File: src/rtl/burst_addr_gen.sv
module burst_addr_gen #(
  parameter int AW = 16,
  parameter int BW = 2
) (
  input  logic          clk,
  input  logic          rst_n,
  input  logic          stall,
  input  logic          valid,
  input  logic          step,
  input  logic          order_il,
  input  logic [AW-1:0] ext_addr,
  output logic [AW-1:0] cur_addr
);
  localparam int UW = AW - BW;

  logic [UW-1:0] upper_q;
  logic [BW-1:0] start_q;
  logic [BW-1:0] beat_q;
  logic [BW-1:0] low_lin;
  logic [BW-1:0] low_il;

  wire take = valid & ~stall;

  always_ff @(posedge clk or negedge rst_n) begin
    if (!rst_n) begin
      upper_q <= '0;
      start_q <= '0;
      beat_q  <= '0;
    end else if (take) begin
      if (!step) begin
        upper_q <= ext_addr[AW-1:BW];
        start_q <= ext_addr[BW-1:0];
        beat_q  <= '0;
      end else begin
        beat_q  <= beat_q + 1'b1;
      end
    end
  end

  assign low_lin  = start_q + beat_q;
  assign low_il   = start_q ^ beat_q;
  assign cur_addr = {upper_q, order_il ? low_il : low_lin};
endmodule


File: config.mk
export PLATFORM = sky130hd
export DESIGN_NAME = burst_addr_gen
export DESIGN_NICKNAME = d
export VERILOG_FILES = /design/src/rtl/burst_addr_gen.sv
export SDC_FILE = /design/constraint.sdc
export NUM_CORES = 1
export LEC_CHECK = 0
export ABC_AREA = 1
export BUFFER_PORTS_ARGS = -buffer_cell sky130_fd_sc_hd__buf_2
export CAP_MARGIN = 20
export CORE_MARGIN = 2
export CORE_UTILIZATION = 47
export CTS_BUF_LIST = sky130_fd_sc_hd__clkbuf_16
export DETAILED_ROUTE_END_ITERATION = 7
export MAX_ROUTING_LAYER = met4
export PLACE_DENSITY = 0.85
export SLEW_MARGIN = 20
export SYNTH_ARGS = -nofsm -noshare
export SYNTH_HDL_FRONTEND = slang
export SYNTH_SLANG_ARGS = --single-unit
File: constraint.sdc
create_clock -name clk -period 3.1 [get_ports clk]
set_input_delay 0.62 -clock clk [delete_from_list [all_inputs] [get_ports clk]]
set_output_delay 0.62 -clock clk [all_outputs]
set_load 0.1 [all_outputs]
==> results of run 1 <==
[cell usage after synthesis]
| library cell | count | area share, % |
|---|---|---|
| buf_6 | 2 | 2.8 |
| dfrtp_1 | 18 | 57 |
| ha_1 | 1 | 1.6 |
| inv_1 | 8 | 3.8 |
| inv_2 | 1 | 0.47 |
| nand2_1 | 56 | 27 |
| nand2_2 | 2 | 1.6 |
| nand3_1 | 2 | 1.3 |
| nand4_1 | 1 | 0.79 |
| nor2_1 | 3 | 1.4 |
| nor2_2 | 1 | 0.79 |
| nor3_4 | 1 | 2.1 |
[state kept, by name, indices dropped and copies added, names as in the netlist]
register	flops
start_q	2
upper_q	14
beat_q	2
[critical path, delay by kind of cell (launching register included)]
kind	cells	cell delay, ns
simple gates	3	0.16
buf+inv	3	0.49
flops	1	0.40
fa+ha+maj	1	0.18
[report_power, final]
group	internal (W)	total [W]	switching [W]	leakage, nW
sequential	0.000275	0.000298	0.0000232	0.224
combinational	0.0000626	0.000413	0.000350	0.395
clock	0.000171	0.000252	0.0000808	0.0385
[worst max-delay path by stage]
stage / startpoint / endpoint
after CTS: beat_q[0]$_DFFE_PN0P_ / cur_addr[1]
final: beat_q[0]$_DFFE_PN0P_ / cur_addr[1]
after global placement: order_il / cur_addr[1]
after floorplan: order_il / cur_addr[1]
after global routing: beat_q[0]$_DFFE_PN0P_ / cur_addr[1]
after detailed placement: order_il / cur_addr[1]
[area by class of cell]
type / count / area, um2 / area share, %
well taps: 16 / 20.0 / 1.90
multi-input cells: 67 / 285 / 27.1
flip-flops and latches: 18 / 450 / 42.8
inverters: 9 / 33.8 / 3.21
repair buffers: 37 / 185 / 17.6
clock buffers: 3 / 75.1 / 7.13
clock inverters: 1 / 3.75 / 0.356
[cell families after synthesis]
| family | Yosys count | synth area share, % |
|---|---|---|
| and+or+nand+nor | 66 | 34.4 |
| DFF | 18 | 56.9 |
| buffers and inverters | 11 | 7.11 |
| adders and majority gates | 1 | 1.58 |
[through the flow]
stage	setup slack, ns	util, %	hold WS (ns)	area (um2)
after floorplan	1.07	-	0.324	792
after global placement	1.11	63.2	0.460	975
after detailed placement	1.08	63.2	0.460	975
after CTS	0.979	68.3	0.305	1050
after global routing	0.931	68.3	0.332	1050
final	0.989	68.3	0.288	1050
[layer usage]
layer / wire [um] / share of wire, % / up-vias / GRT usage [%]
met4: 22 / 1.3 / 0 / 7.06
met3: 86 / 5.3 / 4 / 4.80
met2: 852 / 52 / 22 / 34.6
li1: - / - / 364 / -
met5: 0 / 0 / - / -
met1: 673 / 41 / 334 / 21.8
==> results.txt, run 1 <==
Critical Path RT: 2.48 ns
Crit-path max cell delay: 0.41 ns
CP Cell Sequence: ha_1 -> nand2_1 -> inv_1 -> nand2_1 -> nand2_1 -> inv_1 -> buf_2
Worst reg2reg path endpoint: beat_q[1]$_DFFE_PN0P_
Tot Pwr: 0.000963 W
Number of global-route vias before repair: 670
Core ar.: 1540 um2
Number of diodes: 0
Port Buffers: 37
Worst Hold Class: primary input to async pin
NumNets Final: 159
CP Class: flop to output pin
CP Launch Type: flop
Die area: 2030 um2
Share of cells above drive strength 1: 33.3%
Clk_lat worst skew: 0.24 ns
Routed Antenna Nets: 0
Critical path endpoint category: output pin
Clock sinks: 18
Cell Rows: 14
Initial antenna violation count: 0
Finished Layout Cells: 151
Total CTS buffers: 3
Slew Limit Fails: 0
Synth Register Bits: 18
Initial DRC count: 9
YS warnings: 0
Fillers: 129
First-pass GRT wire length: 2770 um
Final hold vios: 0
Final Cycle Share: 68.1%
CTS tree: built
Die height: 45.1 um
Die width: 45.1 um
R2r setup slk: 2.34 ns
Final WL: 1640 um
Via density: 4.79
Post-route minimum period: 2.11 ns
Worst VDD drop: 0.000479 V
CTS Buffer Depth: 2
Most frequent cells in the layout: nand2_1, buf_2, dfrtp_1
Final setup vio count: 0
Synth Cell Area: 792 um2
Mapped Nets: 119
Total GRT Usage: 19.8%
Reg2reg start: beat_q[0]$_DFFE_PN0P_
Clk slew on worst S/H paths: 0.05 ns
DRC violations left: 0
Cells after synthesis: 96
Register area share after synthesis: 56.9%
PD cells: 914 nW/um2
Root Driver: clkbuf_16
Area Overhead vs Synth: 33.0%
Leak: 0.658 nW
RSZ-0062 raised after global routing: false
Post-CTS Hold Buffers: 0
Clock Skews: 0.000647 ns
CTS resizes: 0
Most frequent CP cell: nand2_1
GRT overflow: 0
Most common cell after layout, fill and taps aside: nand2_1
Setup TNS: 0 ns
Avg Cell Area, Syn: 8.25 um2
Pre-antenna DRT Iters: 4
Initial Utilization: 51.4%
Largest net degree at the start of global routing: 19
Htree depth: 1
Max Clk Rate: 0.474 GHz
Routability cong.: 0.772
IO Pins: 38
Critical Path AT: 1.49 ns
Vias: 724
CP max stage cell: buf_2
FF-to-FF path depth: 4
Critical path peak fanout: 4
Post-DP HPWL: 1150 um
Library cells used by synthesis: 12
Relative slew slack: 59.4%
Slew @ Worst Pin: 0.607 ns
Placed Cells: 147
Status: complete, no violations
Avg WL per Cell: 10.8 um
Max-Cap Viols: 0
Post-CTS Repair Setup Buffers: 0
(Power assumes the default switching activity.)
==> run 2, diff against run 1 <==
CORE_UTILIZATION = 44   (was 47)
PLACE_DENSITY = 0.81   (was 0.85)
clock period = 2 ns   (was 3.1 ns; I/O delays follow)
==> run 2 against run 1 <==
  * Total power up 56%
  * Die area grew 6.2%
  * Final cell count grew 6.0%
  * Design area is 1.3% higher
  * Clock-buffer cell count did not move
==> results.txt, run 2 (synthesis results as in run 1) <==
Fillers: 165
Critical path endpoint category: output pin
NumNets Final: 159
Setup TNS: 0 ns
Metal-1 WL: 746 um
Vias: 709
Clock Skews: 0.00418 ns
RSZ-0062 raised after global routing: false
Die area: 2160 um2
Final hold vios: 0
Slew Limit Fails: 0
Post-CTS Hold Buffers: 0
Initial DRC count: 4
Number of diodes: 0
Final WL: 1660 um
Initial antenna violation count: 0
Area after DPL: 986 um2
Clock share of power: 26.3%
CP Class: flop to output pin
PD cells: 1400 nW/um2
CTS tree: built
R2r setup slk: 1.21 ns
Clk slew on worst S/H paths: 0.05 ns
Post-DP HPWL: 1170 um
Routed Antenna Nets: 0
Total GRT Usage: 18.6%
Via density: 4.43
Relative slew slack: 59.1%
CTS Buffer Depth: 2
Leak: 0.658 nW
Clk_lat worst skew: 0.24 ns
Max Clk Rate: 0.551 GHz
Final setup vio count: 0
Number of global-route vias before repair: 656
Reg2reg start: beat_q[0]$_DFFE_PN0P_
Finished Layout Cells: 160
Critical Path RT: 1.60 ns
CTS resizes: 0
Total CTS buffers: 3
Worst Hold Class: primary input to async pin
CP Launch Type: flop
Slew @ Worst Pin: 0.611 ns
Max FFs per register: 14
Logic pwr share: 43.0%
Final Cycle Share: 90.7%
Int Pwr: 0.000792 W
Status: complete, no violations
Routability cong.: 0.784
Pre-antenna DRT Iters: 3
DR top layer: met3
Max-Cap Viols: 0
Worst VDD drop: 0.000729 V
Area Overhead vs Synth: 34.8%
Critical path peak fanout: 4
Final Cell Area: 1070 um2
First-pass GRT wire length: 2650 um
Placed Cells: 156
IO Pins: 38
CP startpoint: beat_q[0]$_DFFE_PN0P_
Port Buffers: 37
Die width: 46.4 um
Post-CTS Repair Setup Buffers: 0
Critical Path AT: 1.41 ns
Switching Fraction: 47.2%
Share of cells above drive strength 1: 33.3%
Sequential Power Share: 30.8%
Cell Rows: 15
Clock sinks: 18
Met3 Wirelength: 101 um
Post-route minimum period: 1.81 ns
Avg WL per Cell: 10.4 um
DRC violations left: 0
Most flop-heavy register: upper_q
P_sw: 0.000707 W
Root Driver: clkbuf_16
Initial Utilization: 46.4%
Core ar.: 1710 um2
Biggest regs: upper_q (14), beat_q (2), start_q (2)
Die height: 46.4 um
GRT overflow: 0
Most frequent cells in the layout: nand2_1, buf_2, dfrtp_1
Most common cell after layout, fill and taps aside: nand2_1
WL met2: 810 um
Htree depth: 1
Largest net degree at the start of global routing: 19
run 2: power groups by stage:
stage,clock network [W],registers (W),logic [W]
CTS,0.000400,0.000462,0.000645
finish,0.000394,0.000461,0.000644
global placement,0,0.000463,0.000634
detailed placement,0,0.000464,0.000642
floorplan,0,0.000796,0.000205
global route,0.000417,0.000470,0.000674
run 2: critical path: stages (launching register included):
cell,delay [ns]
dfrtp_1,0.40
ha_1,0.19
nand2_1,0.08
inv_1,0.05
nand2_1,0.05
nand2_1,0.04
inv_1,0.04
clkbuf_4,0.31
run 2: final cells by class:
cell class / instances / area, um2 / area share [%]
Tap cell: 25 / 31.3 / 2.93
Sequential cell: 18 / 450 / 42.2
Multi-Input combinational cell: 67 / 285 / 26.7
Inverter: 9 / 33.8 / 3.17
Timing Repair Buffer: 37 / 188 / 17.6
Clock buffer: 3 / 75.1 / 7.03
Clock inverter: 1 / 3.75 / 0.352
run 2: path summary, 6_finish.rpt:
path                                            to  depth (start not counted)
max in group asynchronous   start_q[0]$_DFFE_PN0P_                          1
hold reg to reg             upper_q[6]$_DFFE_PN0P_                          2
min in group clk            upper_q[3]$_DFFE_PN0P_                          3
setup reg to reg             beat_q[1]$_DFFE_PN0P_                          4
setup / recovery                       cur_addr[1]                          7
hold / removal             upper_q[13]$_DFFE_PN0P_                          1
run 2: layer usage:
metal | vias to the layer above | global-route usage, %
met1 | 320 | 20.8
met2 | 27 | 31.7
li1 | 362 | -
met3 | 0 | 4.71
met4 | 0 | 6.86
met5 | - | -
run 2: metrics by stage:
| stage | power, W | hold slack, ns | setup slack (ns) | util [%] |
|---|---|---|---|---|
| finish | 0.00150 | 0.0736 | 0.185 | 62.5 |
| global route | 0.00156 | 0.107 | 0.0773 | 62.5 |
| CTS | 0.00151 | 0.0869 | 0.0836 | 62.3 |
| detailed placement | 0.00111 | 0.345 | 0.340 | 57.7 |
| global placement | 0.00110 | 0.342 | 0.397 | 57.7 |
| floorplan | 0.00100 | 0.104 | 0.260 | - |
==> run 3, diff against run 2 <==
BUFFER_PORTS_ARGS = -buffer_cell sky130_fd_sc_hd__buf_4   (was -buffer_cell sky130_fd_sc_hd__buf_2)
CORE_ASPECT_RATIO = 0.8   (was unset)
==> run 3 against run 2 <==
  * Global-route usage grew 1.6 points
  * Final cell count down 1.9%
  * Non-clock buffer count unchanged
  * Highest routed layer is now met4
  * Largest power group unchanged
==> results.txt, run 3 (synthesis results as in run 1) <==
Root Driver: clkbuf_16
Total GRT Usage: 20.2%
CP Class: flop to output pin
CP Cell Sequence: ha_1 -> nand2_1 -> inv_1 -> nand2_1 -> nand2_1 -> inv_1 -> buf_4
Routed Antenna Nets: 0
Switching Fraction: 46.1%
Largest net degree at the start of global routing: 19
Cell Rows: 13
Worst VDD drop: 0.000768 V
CTS Buffer Depth: 2
PD cells: 1340 nW/um2
Area Overhead vs Synth: 45.7%
Int Pwr: 0.000836 W
CTS tree: built
Sequential Power Share: 30.0%
Number of diodes: 0
Post-CTS Hold Buffers: 0
CP max stage cell: dfrtp_1
Vias: 734
Clock Skews: 0.000548 ns
CTS resizes: 0
Clock sinks: 18
Die area: 2160 um2
Clk slew on worst S/H paths: 0.05 ns
Post-DP HPWL: 1280 um
GRT overflow: 0
First-pass GRT wire length: 3080 um
Relative slew slack: 58.4%
Crit-path max cell delay: 0.41 ns
Post-CTS Repair Setup Buffers: 0
Logic pwr share: 44.6%
IO Pins: 38
Slew Limit Fails: 0
Biggest regs: upper_q (14), beat_q (2), start_q (2)
P_sw: 0.000716 W
Worst Hold Class: primary input to async pin
Most frequent cells in the layout: nand2_1, buf_4, dfrtp_1
Number of global-route vias before repair: 721
Max FFs per register: 14
Final Cycle Share: 89.3%
Initial DRC count: 15
Max Clk Rate: 0.560 GHz
CP Launch Type: flop
Htree depth: 1
Avg WL per Cell: 11.7 um
Critical Path AT: 1.39 ns
Placed Cells: 153
Via density: 4.68
Final hold vios: 0
Most frequent CP cell: nand2_1
Clk_lat worst skew: 0.25 ns
Leak: 0.685 nW
Critical Path RT: 1.60 ns
Most flop-heavy register: upper_q
Initial Utilization: 47.7%
Die width: 51.4 um
Final setup vio count: 0
Share of cells above drive strength 1: 33.3%
Max-Cap Viols: 0
Critical path peak fanout: 4
Total CTS buffers: 3
Clock share of power: 25.4%
RSZ-0062 raised after global routing: false
Slew @ Worst Pin: 0.623 ns
Die height: 41.9 um
Initial antenna violation count: 0
Finished Layout Cells: 157
Critical path endpoint category: output pin
Core ar.: 1660 um2
DRC violations left: 0
Setup TNS: 0 ns
Post-route minimum period: 1.79 ns
Routability cong.: 0.746
Final WL: 1830 um
NumNets Final: 159
Pre-antenna DRT Iters: 4
Port Buffers: 37
Most common cell after layout, fill and taps aside: nand2_1
Status: complete, no violations
[run 3: worst paths after layout]
| check | from | to | slack [ns] | cells after the start |
|---|---|---|---|---|
| hold reg to reg | upper_q[12]$_DFFE_PN0P_ | upper_q[12]$_DFFE_PN0P_ | 0.48 | 2 |
| hold / removal | rst_n | upper_q[6]$_DFFE_PN0P_ | 0.008 | 1 |
| setup / recovery | beat_q[0]$_DFFE_PN0P_ | cur_addr[1] | 0.21 | 7 |
| max in group asynchronous | rst_n | upper_q[1]$_DFFE_PN0P_ | 1.80 | 1 |
| setup reg to reg | beat_q[0]$_DFFE_PN0P_ | beat_q[1]$_DFFE_PN0P_ | 1.23 | 3 |
| min in group clk | ext_addr[13] | upper_q[11]$_DFFE_PN0P_ | 0.34 | 3 |
[run 3: cell type report]
type                       instances  area [um2]
inverter                           9        33.8
sequential                        18         450
multi-input combinational         67         285
timing repair buffer              37         278
fill                             142         505
clock inverter                     1        3.75
tap                               22        27.5
clock buffer                       3        75.1
[run 3: routing by layer]
metal / wire length (um) / global-route usage [%] / part of all wire [%]
met5: 0 / - / 0
met4: 29 / 7.37 / 1.6
met3: 119 / 6.12 / 6.5
met2: 950 / 33.1 / 52
met1: 734 / 23.3 / 40
[run 3: power groups by stage]
stage               Clock, W  Sequential [W]  Combinational [W]
floorplan                  0        0.000796           0.000205
global placement           0        0.000466           0.000684
detailed placement         0        0.000469           0.000691
CTS                 0.000402        0.000465           0.000697
global route        0.000415        0.000473           0.000726
finish              0.000394        0.000465           0.000692
[run 3: per-stage QoR]
| stage | worst slack [ns] | hold WS, ns | total power, W | util, % | area, um2 |
|---|---|---|---|---|---|
| 2_1_floorplan | 0.260 | 0.104 | 0.00100 | - | 792 |
| 3_5_place_dp | 0.487 | 0.278 | 0.00116 | 64.8 | 1070 |
| 4_1_cts | 0.207 | 0.0158 | 0.00156 | 69.5 | 1150 |
| 5_1_grt | 0.115 | 0.0253 | 0.00161 | 69.5 | 1150 |
| 3_3_place_gp | 0.523 | 0.278 | 0.00115 | 64.8 | 1070 |
| 6_report | 0.214 | 0.00845 | 0.00155 | 69.5 | 1150 |
[run 3: worst max-delay path: cells and delay by family (launching register included)]
kind	cells	cell delay, ns
fa+ha+maj	1	0.20
simple gates	3	0.17
buf+inv	3	0.35
flops	1	0.41
